==> config.mk <==
export PLATFORM = sky130hd
export DESIGN_NAME = phy_rx_bringup_seq
export DESIGN_NICKNAME = d
export VERILOG_FILES = /design/src/rtl/phy_bringup_pkg.sv /design/src/rtl/seq_dwell_timer.sv /design/src/rtl/seq_write_table.sv /design/src/rtl/phy_rx_bringup_seq.sv
export SDC_FILE = /design/constraint.sdc
export NUM_CORES = 1
export LEC_CHECK = 0
export ABC_AREA = 1
export BUFFER_PORTS_ARGS = -buffer_cell sky130_fd_sc_hd__buf_2
export CORE_ASPECT_RATIO = 1.2
export CORE_MARGIN = 5
export CORE_UTILIZATION = 50
export CTS_CLUSTER_SIZE = 20
export DETAILED_ROUTE_END_ITERATION = 8
export PLACE_DENSITY = 0.75
export SETUP_SLACK_MARGIN = 0.1
export SYNTH_ARGS = -nofsm -noshare
export SYNTH_HDL_FRONTEND = slang
export SYNTH_SLANG_ARGS = --single-unit
export TNS_END_PERCENT = 100
==> constraint.sdc <==
create_clock -name clk -period 2.4 [get_ports clk]
set_input_delay 0.24 -clock clk [delete_from_list [all_inputs] [get_ports clk]]
set_output_delay 0.24 -clock clk [all_outputs]
set_load 0.1 [all_outputs]
==> src/rtl/phy_bringup_pkg.sv <==
package phy_bringup_pkg;

  localparam int RANGE_W  = 6;
  localparam int TBYTE_W  = 8;
  localparam int TW_COUNT = 7;
  localparam int TW_IDX_W = 3;
  localparam logic [TW_IDX_W-1:0] TW_LAST = TW_IDX_W'(TW_COUNT - 1);

  typedef enum logic [3:0] {
    ST_IDLE,
    ST_FRX,
    ST_FSTOP,
    ST_TREQ,
    ST_TDIS,
    ST_LANE,
    ST_TCLK,
    ST_CLR_ON,
    ST_CLR_OFF,
    ST_W_CODE,
    ST_W_CLKLO,
    ST_W_ENLO,
    ST_W_DATA,
    ST_W_CLKHI,
    ST_DONE
  } seq_state_e;

  // Test code for write slot idx; the slot order is part of the behaviour.
  function automatic logic [TBYTE_W-1:0] slot_code(input logic [TW_IDX_W-1:0] idx);
    case (idx)
      3'd0:    slot_code = 8'h34;
      3'd1:    slot_code = 8'h44;
      3'd2:    slot_code = 8'h54;
      3'd3:    slot_code = 8'h84;
      3'd4:    slot_code = 8'h94;
      3'd5:    slot_code = 8'h75;
      default: slot_code = 8'h00;
    endcase
  endfunction

  // Data byte for write slot idx; the lane slots carry the range code doubled.
  function automatic logic [TBYTE_W-1:0] slot_data(input logic [TW_IDX_W-1:0] idx,
                                                   input logic [RANGE_W-1:0] rng);
    case (idx)
      3'd1, 3'd2, 3'd3, 3'd4: slot_data = {1'b0, rng, 1'b0};
      3'd5:                   slot_data = 8'h04;
      default:                slot_data = 8'h00;
    endcase
  endfunction

endpackage

==> src/rtl/seq_dwell_timer.sv <==
module seq_dwell_timer #(
  parameter int CNT_W = 16
) (
  input  logic             clk,
  input  logic             rst_n,
  input  logic             load_i,
  input  logic [CNT_W-1:0] len_i,
  output logic             expired_o
);

  logic [CNT_W-1:0] cnt_q;

  always_ff @(posedge clk or negedge rst_n) begin
    if (!rst_n) begin
      cnt_q <= '0;
    end else if (load_i) begin
      cnt_q <= len_i - CNT_W'(1);
    end else if (cnt_q != '0) begin
      cnt_q <= cnt_q - CNT_W'(1);
    end
  end

  assign expired_o = (cnt_q == '0);

  // A dwell of zero would wrap the counter: every step lasts at least one cycle.
  assert_len_nonzero_R2: assert property (@(posedge clk) disable iff (!rst_n)
    load_i |-> (len_i != '0));

endmodule

==> src/rtl/seq_write_table.sv <==
module seq_write_table
  import phy_bringup_pkg::*;
(
  input  logic [TW_IDX_W-1:0] idx_i,
  input  logic [RANGE_W-1:0]  range_i,
  output logic [TBYTE_W-1:0]  code_o,
  output logic [TBYTE_W-1:0]  data_o
);

  always_comb begin
    code_o = slot_code(idx_i);
    data_o = slot_data(idx_i, range_i);
  end

endmodule

==> src/rtl/phy_rx_bringup_seq.sv <==
module phy_rx_bringup_seq
  import phy_bringup_pkg::*;
#(
  parameter int NUM_LANES = 4,
  parameter int CLK_HZ    = 125_000_000,
  parameter int WAIT_US   = 120,
  parameter int HOLD_W    = 8,
  localparam int LCNT_W   = $clog2(NUM_LANES + 1)
) (
  input  logic                 clk,
  input  logic                 rst_n,
  input  logic                 start_i,
  input  logic [LCNT_W-1:0]    lanes_i,
  input  logic [RANGE_W-1:0]   range_i,
  input  logic [HOLD_W-1:0]    step_hold_i,
  input  logic                 power_off_i,
  output logic [NUM_LANES-1:0] force_rx_o,
  output logic [NUM_LANES-1:0] force_stop_o,
  output logic [NUM_LANES-1:0] turn_req_o,
  output logic [NUM_LANES-1:0] turn_dis_o,
  output logic [NUM_LANES-1:0] lane_en_o,
  output logic                 test_clk_o,
  output logic                 test_clr_o,
  output logic                 test_en_o,
  output logic [TBYTE_W-1:0]   test_din_o,
  output logic                 busy_o,
  output logic                 done_o
);

  localparam int WAIT_CYC = (CLK_HZ / 1_000_000) * WAIT_US;
  localparam int WAIT_W   = $clog2(WAIT_CYC + 1);
  localparam int CNT_W    = (WAIT_W > HOLD_W) ? WAIT_W : HOLD_W;

  function automatic logic [NUM_LANES-1:0] lane_mask(input logic [LCNT_W-1:0] n);
    for (int i = 0; i < NUM_LANES; i++) begin
      lane_mask[i] = (i < int'(n));
    end
  endfunction

  seq_state_e           state_q, nxt_state;
  logic [TW_IDX_W-1:0]  wr_idx_q, nxt_idx;
  logic [LCNT_W-1:0]    lanes_q;
  logic [RANGE_W-1:0]   range_q;
  logic [HOLD_W-1:0]    hold_q, hold_src;
  logic [CNT_W-1:0]     hold_len, dwell_len;
  logic [TBYTE_W-1:0]   wr_code, wr_data;

  // Named internal events.
  logic seq_launch, step_adv, step_go, wr_last, tmr_expired;

  assign seq_launch = (state_q == ST_IDLE) && start_i;
  assign step_adv   = (state_q != ST_IDLE) && tmr_expired;
  assign step_go    = seq_launch || step_adv;
  assign wr_last    = (wr_idx_q == TW_LAST);

  // The first step is entered on the launch edge, before hold_q is captured.
  assign hold_src = (state_q == ST_IDLE) ? step_hold_i : hold_q;
  assign hold_len = (hold_src == '0) ? CNT_W'(1) : CNT_W'(hold_src);

  always_comb begin
    unique case (state_q)
      ST_IDLE:    nxt_state = ST_FRX;
      ST_FRX:     nxt_state = ST_FSTOP;
      ST_FSTOP:   nxt_state = ST_TREQ;
      ST_TREQ:    nxt_state = ST_TDIS;
      ST_TDIS:    nxt_state = ST_LANE;
      ST_LANE:    nxt_state = ST_TCLK;
      ST_TCLK:    nxt_state = ST_CLR_ON;
      ST_CLR_ON:  nxt_state = ST_CLR_OFF;
      ST_CLR_OFF: nxt_state = ST_W_CODE;
      ST_W_CODE:  nxt_state = ST_W_CLKLO;
      ST_W_CLKLO: nxt_state = ST_W_ENLO;
      ST_W_ENLO:  nxt_state = ST_W_DATA;
      ST_W_DATA:  nxt_state = ST_W_CLKHI;
      ST_W_CLKHI: nxt_state = wr_last ? ST_DONE : ST_W_CODE;
      ST_DONE:    nxt_state = ST_IDLE;
      default:    nxt_state = ST_IDLE;
    endcase
  end

  always_comb begin
    unique case (nxt_state)
      ST_CLR_ON, ST_CLR_OFF: dwell_len = CNT_W'(WAIT_CYC);
      ST_DONE:               dwell_len = CNT_W'(1);
      default:               dwell_len = hold_len;
    endcase
  end

  // The table is addressed with the slot the next step will use.
  assign nxt_idx = (state_q == ST_W_CLKHI) ? (wr_idx_q + TW_IDX_W'(1)) : wr_idx_q;

  seq_write_table u_table (
    .idx_i   (nxt_idx),
    .range_i (range_q),
    .code_o  (wr_code),
    .data_o  (wr_data)
  );

  seq_dwell_timer #(.CNT_W(CNT_W)) u_timer (
    .clk       (clk),
    .rst_n     (rst_n),
    .load_i    (step_go),
    .len_i     (dwell_len),
    .expired_o (tmr_expired)
  );

  always_ff @(posedge clk or negedge rst_n) begin
    if (!rst_n) begin
      state_q      <= ST_IDLE;
      wr_idx_q     <= '0;
      lanes_q      <= '0;
      range_q      <= '0;
      hold_q       <= '0;
      force_rx_o   <= '1;
      force_stop_o <= '1;
      turn_req_o   <= '1;
      turn_dis_o   <= '0;
      lane_en_o    <= '0;
      test_clk_o   <= 1'b0;
      test_clr_o   <= 1'b0;
      test_en_o    <= 1'b0;
      test_din_o   <= '0;
    end else begin
      if (step_go) begin
        state_q <= nxt_state;
        if (state_q == ST_W_CLKHI) wr_idx_q <= nxt_idx;
        unique case (nxt_state)
          ST_FRX: begin
            force_rx_o <= '0;
            lanes_q    <= lanes_i;
            range_q    <= range_i;
            hold_q     <= step_hold_i;
            wr_idx_q   <= '0;
          end
          ST_FSTOP:   force_stop_o <= '0;
          ST_TREQ:    turn_req_o   <= '0;
          ST_TDIS:    turn_dis_o   <= '1;
          ST_LANE:    lane_en_o    <= lane_mask(lanes_q);
          ST_TCLK:    test_clk_o   <= 1'b1;
          ST_CLR_ON:  test_clr_o   <= 1'b1;
          ST_CLR_OFF: test_clr_o   <= 1'b0;
          ST_W_CODE: begin
            test_din_o <= wr_code;
            test_en_o  <= 1'b1;
          end
          ST_W_CLKLO: test_clk_o <= 1'b0;
          ST_W_ENLO:  test_en_o  <= 1'b0;
          ST_W_DATA:  test_din_o <= wr_data;
          ST_W_CLKHI: test_clk_o <= 1'b1;
          default: ;
        endcase
      end
      // Power-off wins over the lane-enable step.
      if (power_off_i) lane_en_o <= '0;
    end
  end

  assign busy_o = (state_q != ST_IDLE);
  assign done_o = (state_q == ST_DONE);

  // ---------------- assertions ----------------
  logic [CNT_W:0] clr_run_q;
  always_ff @(posedge clk or negedge rst_n) begin
    if (!rst_n)          clr_run_q <= '0;
    else if (test_clr_o) clr_run_q <= clr_run_q + (CNT_W+1)'(1);
    else                 clr_run_q <= '0;
  end

  assert_launch_busy_R2: assert property (@(posedge clk) disable iff (!rst_n)
    seq_launch |=> (busy_o && force_rx_o == '0));

  assert_clr_under_clk_R4: assert property (@(posedge clk) disable iff (!rst_n)
    test_clr_o |-> test_clk_o);

  assert_clr_width_R4: assert property (@(posedge clk) disable iff (!rst_n)
    $fell(test_clr_o) |-> (clr_run_q == (CNT_W+1)'(WAIT_CYC)));

  assert_clk_fall_en_high_R5: assert property (@(posedge clk) disable iff (!rst_n)
    $fell(test_clk_o) |-> test_en_o);

  assert_en_rise_clk_high_R5: assert property (@(posedge clk) disable iff (!rst_n)
    $rose(test_en_o) |-> test_clk_o);

  assert_en_fall_clk_low_R5: assert property (@(posedge clk) disable iff (!rst_n)
    $fell(test_en_o) |-> !test_clk_o);

  assert_done_single_R7: assert property (@(posedge clk) disable iff (!rst_n)
    done_o |=> (!done_o && !busy_o));

  assert_start_ignored_R8: assert property (@(posedge clk) disable iff (!rst_n)
    (busy_o && start_i) |=> ($stable(range_q) && $stable(lanes_q) && $stable(hold_q)));

  assert_poff_clears_R9: assert property (@(posedge clk) disable iff (!rst_n)
    power_off_i |=> (lane_en_o == '0));

endmodule

Yosys cells after proc, flatten, opt, wreduce, memory -nomap -nowiden
Cells that the tools add are included.
W data, S select, Z words.
{"block": "op_classes", "addsub": 3, "magnitude_cmp": 4, "eq_ne": 34, "mux": 19, "reduce_logical": 30}
{"op": "$eq A4 B4 Y1 const B", "count": 14}
{"op": "$pmux W4 S14", "count": 1}
{"op": "$pmux W8 S6", "count": 1}
{"op": "$eq A4 B3 Y1 const B", "count": 8}
{"op": "$mux W14", "count": 2}
{"op": "$pmux W14 S2", "count": 1}
{"op": "$sub A14 B1 Y14 const B", "count": 2}
{"op": "$reduce_and A2 Y1", "count": 10}
{"op": "$eq A4 B2 Y1 const B", "count": 4}
{"op": "$mux W8", "count": 2}
{"op": "$pmux W8 S2", "count": 1}
{"op": "$reduce_bool A2 Y1", "count": 8}
{"op": "$logic_not A14 Y1", "count": 1}
{"op": "$pmux W7 S2", "count": 1}
{"op": "$reduce_bool A14 Y1", "count": 1}
{"op": "$mux W3", "count": 4}
{"op": "$mux W4", "count": 3}
{"op": "$eq A3 B3 Y1 const B", "count": 3}
{"op": "$eq A4 B1 Y1 const B", "count": 2}
{"op": "$logic_not A8 Y1", "count": 1}
{"op": "$eq A3 B2 Y1 const B", "count": 2}
{"op": "$lt A1 B3 Y1 const A", "count": 2}
{"op": "$lt A2 B3 Y1 const A", "count": 2}
{"op": "$pmux W1 S2", "count": 3}
{"op": "9 further kinds", "count": 11}
{"block": "word_totals", "ff_bits": 66, "input_bits": 21, "output_inout_bits": 33, "word_cells": 105}

Logic depth before layout (Yosys ltp)
Gate-level depths: netlist (run 1).
{"block": "logic_depth", "ltp_word": 8, "mapped_depth": 21, "ltp_nobuf": 20}

Cells and area by module
A second synthesis (run 1) with hierarchy kept.
{"block": "unflattened", "hier_cells": 514, "area_unflattened_um2": 3793.6}
{"module": "phy_rx_bringup_seq", "n_inst": 1, "cells_per_inst": 278, "area_per_inst_um2": 2437.3, "seq_area_each_um2": 1079.8}
{"module": "seq_dwell_timer", "n_inst": 1, "cells_per_inst": 202, "area_per_inst_um2": 1199.9, "seq_area_each_um2": 350.3}
{"module": "seq_write_table", "n_inst": 1, "cells_per_inst": 34, "area_per_inst_um2": 156.4, "seq_area_each_um2": 0.0}

Worst setup path before layout (run 1)
Ideal clock, no wire load.
{"block": "synth_timing", "kind": "register to register", "startpoint": "register state_q[2]", "endpoint": "register u_timer.cnt_q[12]", "setup_time_ns": 0.132, "t_arrival_ns": 2.312, "required_ns": 2.268, "path_slack_ns": -0.044, "stages_incl_launch_ff": 20, "n_path_buf": 2, "synth_period_minus_slack_ns": 2.444, "cell_sequence": "dfrtp_1 buf_6 nor2_4 nand2_4 buf_4 o21ai_1 nor2_1 nand2_1 nand2_1 nand2_1 nand2_2 inv_1 ha_1 inv_1 nor2_2 nand2_1 nor2_2 nand3_1 nand2_1 nor2_1"}
{"block": "synth_between", "word_cells_on_any_way": 30, "cone_classes": "add/sub: 1; eq/ne: 16; mux: 5; reduce/logical: 8"}
{"item": "from (decl)", "line": "phy_rx_bringup_seq.sv:40", "text": "seq_state_e state_q, nxt_state;"}
{"item": "from (signal assigned)", "line": "phy_rx_bringup_seq.sv:125", "text": "state_q <= nxt_state;"}
{"item": "$reduce_bool A4 Y1 *"}
{"item": "via busy_o", "line": "phy_rx_bringup_seq.sv:26", "text": "output logic busy_o,"}
{"item": "$logic_and A1 B1 Y1 *", "line": "phy_rx_bringup_seq.sv:52", "text": "assign step_adv = (state_q != ST_IDLE) && tmr_expired;"}
{"item": "$logic_or A1 B1 Y1 *", "line": "phy_rx_bringup_seq.sv:53", "text": "assign step_go = seq_launch || step_adv;"}
{"item": "$mux W14 or $reduce_bool A2 Y1 (tied branches)"}
{"item": "to (signal assigned)", "line": "seq_dwell_timer.sv:17", "text": "cnt_q <= len_i - CNT_W'(1);"}
{"item": "to (signal assigned)", "line": "seq_dwell_timer.sv:19", "text": "cnt_q <= cnt_q - CNT_W'(1);"}
{"item": "to (decl)", "line": "seq_dwell_timer.sv:11", "text": "logic [CNT_W-1:0] cnt_q;"}
Mark *: on every way through the listed nets, which the timed path passes. The rest lies on a longest branch.
A chain may end at the register's enable or synchronous reset.

Worst setup path in the final report (run 1)
{"block": "layout_timing", "startpoint": "register state_q[3]", "endpoint": "register u_timer.cnt_q[12]"}
{"block": "layout_between", "elab_chain_cells": 7, "word_cells_on_any_way": 30, "cone_classes": "add/sub: 1; eq/ne: 16; mux: 5; reduce/logical: 8"}
{"item": "$eq A4 B4 Y1 (tied with other cells)", "line": "phy_rx_bringup_seq.sv:61", "text": "unique case (state_q)"}
{"item": "$pmux W4 S14 or $mux W8 (tied branches)", "line": "phy_rx_bringup_seq.sv:61, phy_rx_bringup_seq.sv:57"}
{"item": "$eq A4 B4 Y1 (tied with other cells)", "line": "phy_rx_bringup_seq.sv:82", "text": "unique case (nxt_state)"}
{"item": "$reduce_or A2 Y1 or $mux W8 (tied branches)", "line": "phy_rx_bringup_seq.sv:82, phy_rx_bringup_seq.sv:58"}
{"item": "$pmux W14 S2", "line": "phy_rx_bringup_seq.sv:82"}
{"item": "$sub A14 B1 Y14", "line": "seq_dwell_timer.sv:17"}
{"item": "$mux W14", "line": "seq_dwell_timer.sv:16", "text": "end else if (load_i) begin"}
Parallel ways exist; a longest one is shown, timed or not.

==> run_results.csv, run 1 <==
group,metric,value,unit
route,via_per_inst,5.262,
route,routedWlPerCell,14.27,microns
timing,period_needed,2.297,ns
logic_synthesis,synth_common_cells,"116 x nand2_1, 55 x nor2_1, 54 x dfrtp_1",
run,maxCapViolCount,0,
floorplanning,die_area,0.008412,sq mm
logic_synthesis,synth_edf_count,0,
layout,fin_area,0.004318,sq mm
logic_synthesis,synth_area_leader_cell,"dfrtp_1",
global_route,grt_pass1_wl,13340,microns
setup_path,cp.arrival,2.58,ns
floorplanning,design.core.area,0.006446,sq mm
clocking,clk_latency,0.35,ns
layout,drive_gt1_share,33.77,%
setup_path,crit_type,"flip-flop to flip-flop",
clocking,clock_sinks,57,
clocking,clk_pin_slew_worst_paths,0.08,ns
clocking,cts_buffers,9,
route,dr.pass1.iters,5,
logic_synthesis,synth_nets,466,
power_and_ir_drop,p_leak,2.207,nW
route,vias,3268,
floorplanning,initial_core_util,51.75,%
floorplanning,die_h,99.48,microns
logic_synthesis,netlist_area,0.003336,sq mm
route,drt_first_iter_violations,193,
power_and_ir_drop,vdd.ir_drop.worst,0.001312,V
timing,fin_skew,0.01187,ns
setup_path,start_kind,"flip-flop",
hold_path,min_path_type,"input pin to flip-flop",
setup_path,cp_max_fo,6,
layout,antennaDiodeCount,0,
route,wirelength,8864,microns
clocking,cts_htree_levels,3,
timing,clock.fmax,435.4,MHz
global_route,grt_max_degree,24,
global_route,antenna_found_initial,0,
timing,tightest_slew,0.5287,ns
layout,syn2layout_area_growth,29.44,%
global_route,grt_overflow,0,
logic_synthesis,netlist_top_cells_area,"dfrtp_1 41%, nand2_1 13%, nor2_1 6.2%, inv_1 5.9%, nand3_1 4.8%",
logic_synthesis,ys_async_sr_fraction,100.0,%
global_route,grt_pass1_vias,3016,
timing,fin_tns_setup,0,ns
timing,report.final.slew_viol_count,0,
placed_design,place.gp.congestion,0.8831,
route,drcViolationCount,0,
logic_synthesis,ys_warn_count,0,
placed_design,portBuffers,53,
timing,setup_viol,0,
timing,relSlewSlack,64.75,%
logic_synthesis,syn_inst,442,
setup_path,crit_path_end_kind,"flip-flop",
logic_synthesis,yosysSeqAreaShare,42.87,%
timing,finalHoldViolations,0,
logic_synthesis,ys_types,40,
floorplanning,die_w,84.56,microns
placed_design,placed_area,0.003686,sq mm
timing,timing.final.crit_share,95.70,%
outcome,status,"completed",
logic_synthesis,post-synth-top-count-cell,"nand2_1",
floorplanning,io_pins,54,
logic_synthesis,avgSynthCellArea,7.547,sq um
global_route,grt.total_usage,19.47,%
power_and_ir_drop,power_density,1478,mW/mm^2
placed_design,hpwl,5737,microns
floorplanning,rows,32,
logic_synthesis,yosys_register_bits,57,
logic_synthesis,synth_top_area_share,40.51,%
setup_path,critPathRequiredTime,2.68,ns
timing,rsz0062_at_grt,"true",
layout,nets,555,
clocking,cts_tree,"built",
clocking,clockBufferDepth,2,
clocking,cts_root_buf,"clkbuf_8",
route,antenna_left,0,
logic_synthesis,synthFlopType,"dfrtp_1",
==> state kept, by name, summed over array words and instances (netlist names), 3 cells and up <==
| name | flops |
|---|---|
| u_timer.cnt_q | 14 |
| hold_q | 8 |
| test_din_o | 8 |
| range_q | 6 |
| lane_en_o | 4 |
| state_q | 4 |
| lanes_q | 3 |
| wr_idx_q | 3 |
==> path summary, 6_finish.rpt <==
| kind | cells past startpoint | slack [ns] | end | start |
|---|---|---|---|---|
| worst max-delay path | 18 | 0.10 | u_timer.cnt_q[12] | state_q[3] |
| worst min-delay path | 2 | 0.11 | range_q[0] | range_i[0] |
| worst max register to register | 18 | 0.10 | u_timer.cnt_q[12] | state_q[3] |
| worst min register to register | 2 | 0.47 | force_stop_o[2] | force_stop_o[2] |
| max in group asynchronous | 3 | 1.30 | turn_req_o[2] | rst_n |
| min in group asynchronous | 2 | 0.40 | lanes_q[1] | rst_n |
==> layout by cell type (no fill, tap or decap), types with 3 or more instances in the layout <==
master,count
clkbuf_8,9
o21ai_1,7
inv_1,48
a31oi_1,4
dfrtp_1,52
nor2_1,48
o21ai_0,27
nor2_2,9
a21oi_1,7
o31ai_1,3
clkinv_4,3
nor2_4,10
dfstp_2,3
buf_4,35
mux2_2,9
xor2_1,3
buf_12,3
nand2_2,13
nand3_1,31
nand2_1,107
buf_2,53
inv_2,8
nand2_4,4
==> metrics by stage <==
| stage | std cells | setup slack [ns] | hold slack (ns) | power, W | utilization (%) |
|---|---|---|---|---|---|
| 6_report | 621 | 0.1032 | 0.1135 | 0.006380 | 66.98 |
| 2_1_floorplan | 442 | 0.1001 | -0.05559 | 0.004066 | - |
| 3_3_place_gp | 576 | 0.1450 | 0.2304 | 0.004579 | 57.18 |
| 4_1_cts | 597 | 0.1028 | 0.1040 | 0.005669 | 61.22 |
| 3_5_place_dp | 576 | 0.02919 | 0.2506 | 0.004642 | 57.18 |
| 5_1_grt | 621 | -0.08685 | 0.1091 | 0.006797 | 66.98 |
==> power by group <==
group / switching, W / total (W) / leakage [nW] / internal, W
clock: 0.000453 / 0.000941 / 0.0960 / 0.000487
combinational: 0.00259 / 0.00390 / 1.40 / 0.00132
sequential: 0.000213 / 0.00154 / 0.714 / 0.00132
total: 0.00325 / 0.00638 / 2.21 / 0.00313
==> worst max-delay path, cell delays in order, from the launching register on <==
cell and delay [ns]:
dfrtp_2 0.45, nor2_4 0.14, buf_12 0.15, nand2_8 0.07, or2_4 0.26, nand2_4 0.09
nor2_4 0.04, nand2_2 0.07, nand2_2 0.06, inv_2 0.07, ha_4 0.13, inv_2 0.04
nor2_4 0.14, nand2_2 0.09, nor2_4 0.15, nand2_1 0.07, nand2_1 0.06, nand2_1 0.05
nor2_1 0.10
==> cells by family after synthesis <==
family                   after synthesis  share of synthesized area (%)
AO/OA/AOI/OAI                         59                          10.09
XOR/XNOR                               4                          1.050
adder cells (fa/ha/maj)                3                          1.125
buffers and inverters                 76                          10.54
flip-flops                            57                          42.87
multiplexers                           9                          3.038
AND/OR/NAND/NOR                      234                          31.28
==> routing by layer <==
metal  vias to the layer above  global-route usage (%)  wire [microns]
met2                       139                   33.94            4619
li1                       1581                       -               -
met4                         0                   7.065             225
met5                         -                       0               0
met1                      1521                   23.01            3434
met3                        27                   5.137             584
==> what timing repair did <==
item                                   CTS  global route
setup buffers                            4            21
setup endpoints to repair                5            18
gates cloned                             0             3
resized for setup                        4            40
pin swaps                                3            20
hold buffers                             1             0
endpoints found under the hold margin   20             0
==> layout make-up <==
class | instances | area [sq um]
Fill cell | 494 | 2128
Multi-Input combinational cell | 311 | 1707
Sequential cell | 57 | 1433
Timing Repair Buffer | 96 | 658.1
Inverter | 56 | 210.2
Clock buffer | 9 | 123.9
Tap cell | 85 | 106.4
Clock inverter | 7 | 80.08
(Power assumes the default switching activity.)
==> run 2, diff against run 1 <==
--- a/config.mk
+++ b/config.mk
@@ -7,14 +7,14 @@
 export LEC_CHECK = 0
 export ABC_AREA = 1
 export BUFFER_PORTS_ARGS = -buffer_cell sky130_fd_sc_hd__buf_2
-export CORE_ASPECT_RATIO = 1.2
 export CORE_MARGIN = 5
 export CORE_UTILIZATION = 50
 export CTS_CLUSTER_SIZE = 20
 export DETAILED_ROUTE_END_ITERATION = 8
-export PLACE_DENSITY = 0.75
+export PLACE_DENSITY = 0.74
 export SETUP_SLACK_MARGIN = 0.1
 export SYNTH_ARGS = -nofsm -noshare
 export SYNTH_HDL_FRONTEND = slang
+export SYNTH_HIERARCHICAL = 1
 export SYNTH_SLANG_ARGS = --single-unit
 export TNS_END_PERCENT = 100
==> run 2 against run 1 <==
Synthesized cell count is 16% higher; hold slack improved by 0.0073 ns; first-iteration DRC count up 6.2%; largest cell class unchanged.
==> run_results.csv, run 2 <==
group,metric,value,unit
clocking,cts_root_buf,"clkbuf_8",
floorplanning,io_pins,54,
logic_synthesis,synth_area_leader_cell,"dfrtp_1",
floorplanning,initial_core_util,51.75,%
hold_path,hp-start,"range_i[3]",
route,routedWlPerCell,13.54,microns
route,drcViolationCount,0,
logic_synthesis,ys_async_sr_fraction,100.0,%
layout,syn2layout_area_growth,21.64,%
global_route,grt_use_met3,4.738,%
timing,timing.final.crit_share,94.42,%
logic_synthesis,syn_inst,514,
route,vias,3415,
logic_synthesis,post-synth-top-count-cell,"nand2_1",
timing,setup_ws,0.1338,ns
timing,period_needed,2.266,ns
timing,setup_viol,0,
timing,relSlewSlack,65.91,%
setup_path,r2r_start,"state_q[3]",
logic_synthesis,yosysSeqAreaShare,37.70,%
layout,reg_top3,"u_timer/cnt_q: 14 flops, hold_q: 8 flops, test_din_o: 8 flops",
setup_path,crit_family,"simple AND/OR/NAND/NOR gates",
logic_synthesis,yosys_register_bits,57,
hold_path,hold-path-endpoint,"range_q[3]",
layout,drive_gt1_share,31.81,%
logic_synthesis,ys_types,40,
setup_path,crit_path_end_kind,"flip-flop",
layout,final_cell_mix,"145 x nand2_1, 66 x inv_1, 53 x buf_2",
logic_synthesis,synth_top_area_share,35.62,%
timing,report.final.slew_viol_count,0,
setup_path,crit_path_top_delay_cell,"dfrtp_2",
logic_synthesis,synth_edf_count,0,
setup_path,critPathRequiredTime,2.67,ns
layout,largest_reg_flops,14,
setup_path,r2r_slack,0.13,ns
timing,tightest_slew,0.5095,ns
power_and_ir_drop,power_density,422.4,mW/mm^2
global_route,antenna_found_initial,0,
clocking,clk_latency,0.35,ns
clocking,clock_sinks,57,
floorplanning,die_w,97.11,microns
route,antenna_left,0,
timing,finalHoldViolations,0,
placed_design,hpwl,6510,microns
hold_path,min_path_type,"input pin to flip-flop",
global_route,grt.total_usage,19.52,%
global_route,grt_max_degree,27,
logic_synthesis,synthFlopType,"dfrtp_1",
layout,top_register,"u_timer/cnt_q",
setup_path,cp.arrival,2.54,ns
layout,antennaDiodeCount,0,
power_and_ir_drop,p_leak,2.502,nW
route,dr.pass1.iters,5,
layout,nets,610,
setup_path,crit_type,"flip-flop to flip-flop",
power_and_ir_drop,finalPower,0.001949,W
floorplanning,die_area,0.009429,sq mm
clocking,cts_buffers,9,
outcome,status,"completed",
timing,rsz0062_at_grt,"true",
clocking,cts_htree_levels,3,
setup_path,max_stage_delay,0.46,ns
global_route,grt_overflow,0,
setup_path,path_cells,"nor2_8 -> buf_6 -> nand2_4 -> nand2_2 -> nand2_1 -> nand2_1 -> nor2_1 -> nand2_1 -> nand2_1 -> nand2_1 -> nand2_2 -> o21ai_4 -> ha_4 -> inv_2 -> nor2_4 -> nand2_4 -> nor2_4 -> nand3_2 -> a21oi_2",
global_route,use_met1,23.55,%
clocking,clk_pin_slew_worst_paths,0.07,ns
timing,fin_skew,0.009170,ns
setup_path,worst_r2r_path_depth,19,
power_and_ir_drop,vdd.ir_drop.worst,0.0004221,V
placed_design,portBuffers,53,
global_route,grt_pass1_wl,15110,microns
setup_path,critPathMostFrequentCell,"nand2_1",
logic_synthesis,avgSynthCellArea,7.381,sq um
floorplanning,die_h,97.11,microns
clocking,clockBufferDepth,2,
setup_path,cp_max_fo,5,
logic_synthesis,ys_warn_count,6,
floorplanning,rows,31,
placed_design,pre_cts_slack,-0.002696,ns
setup_path,r2r_end,"u_timer/cnt_q[12]",
global_route,grt_pass1_vias,3306,
setup_path,critPathBufInv,2,
route,wirelength,9343,microns
timing,clock.fmax,441.3,MHz
global_route,use_met2,33.55,%
logic_synthesis,netlist_top_cells_area,"dfrtp_1 36%, nand2_1 16%, inv_1 6.6%, nor2_1 4.4%, buf_4 4.0%",
layout,layout_commonest_cell,"nand2_1",
run,maxCapViolCount,0,
global_route,busiest_layer,"met2",
route,via_per_inst,4.949,
setup_path,start_kind,"flip-flop",
placed_design,place.gp.congestion,0.9168,
clocking,cts_tree,"built",
logic_synthesis,synth_common_cells,"157 x nand2_1, 67 x inv_1, 54 x dfrtp_1",
route,drt_first_iter_violations,205,
layout,fillers,627,
logic_synthesis,netlist_area,0.003794,sq mm
hold_path,min_path_cells,2,
floorplanning,design.core.area,0.007331,sq mm
[run 2: cell types whose count changed in the layout (fill, tap and decap cells not counted), moves of 6 or more]
cell	before	now
nor2_1	48	39
conb_1	0	8
buf_4	35	21
nand2_2	13	21
inv_1	48	66
nand2_1	107	145
a21oi_1	7	13
[run 2: how the worst max path moves through the flow]
stage / start / end / slack, ns / cells after the start
final: state_q[3] / u_timer/cnt_q[12] / 0.13 / 19
after CTS: state_q[2] / u_timer/cnt_q[12] / 0.11 / 18
after floorplan: state_q[1] / u_timer/cnt_q[12] / 0.11 / 18
after detailed placement: state_q[3] / u_timer/cnt_q[12] / -0.003 / 16
after global placement: state_q[3] / u_timer/cnt_q[12] / 0.1 / 16
after global routing: state_q[3] / u_timer/cnt_q[12] / -0.05 / 19
[run 2: power by group]
part	internal (W)	leakage (nW)	total, W	switching [W]
combinational	0.0000184	1.68	0.0000526	0.0000342
clock	0.000536	0.103	0.000936	0.000400
sequential	0.000961	0.725	0.000961	0
[run 2: what timing repair did]
item | in CTS | in global routing
gates resized for setup | 5 | 43
hold buffers | 1 | 0
gates cloned | 0 | 1
setup buffers | 6 | 10
pin swaps | 3 | 18
setup endpoints to repair | 4 | 16
endpoints found under the hold margin | 15 | 0
[run 2: kinds of logic after synthesis]
group,after synthesis,share of synthesized area [%]
and+or+nand+nor,269,32.62
buffers and inverters,103,13.42
AOI/OAI and AO/OA,60,9.037
DFF,57,37.70
muxes,17,5.343
adders and majority gates,3,0.9896
xor gates and xnor gates,3,0.6927
other,2,0.1980
[run 2: routing by layer]
metal | up-vias | routed length, microns
li1 | 1725 | -
met1 | 1597 | 3953
met2 | 81 | 4804
met3 | 12 | 448
met4 | 0 | 136
met5 | - | 0
[run 2: layout make-up]
| cell class | instances | area (sq um) | area share [%] |
|---|---|---|---|
| multi-input cells | 361 | 2037 | 44.14 |
| flip-flops and latches | 57 | 1435 | 31.10 |
| repair buffers | 81 | 521.8 | 11.31 |
| inverters | 76 | 290.3 | 6.291 |
| clock buffers | 12 | 155.1 | 3.362 |
| well taps | 99 | 123.9 | 2.684 |
| clock inverters | 4 | 51.30 | 1.112 |
[run 2: per-stage QoR]
step                cell area (sq um)  hold slack, ns  setup TNS [ns]  utilization (%)  instances
finish                           4614          0.1207               0            62.95        690
global route                     4614          0.1026         -0.1156            62.95        690
CTS                              4352          0.1060               0            59.36        679
detailed placement               4081          0.2061       -0.002696            55.68        656
global placement                 4081          0.2079               0            55.68        656
floorplan                        3841        -0.05559               0                -        520
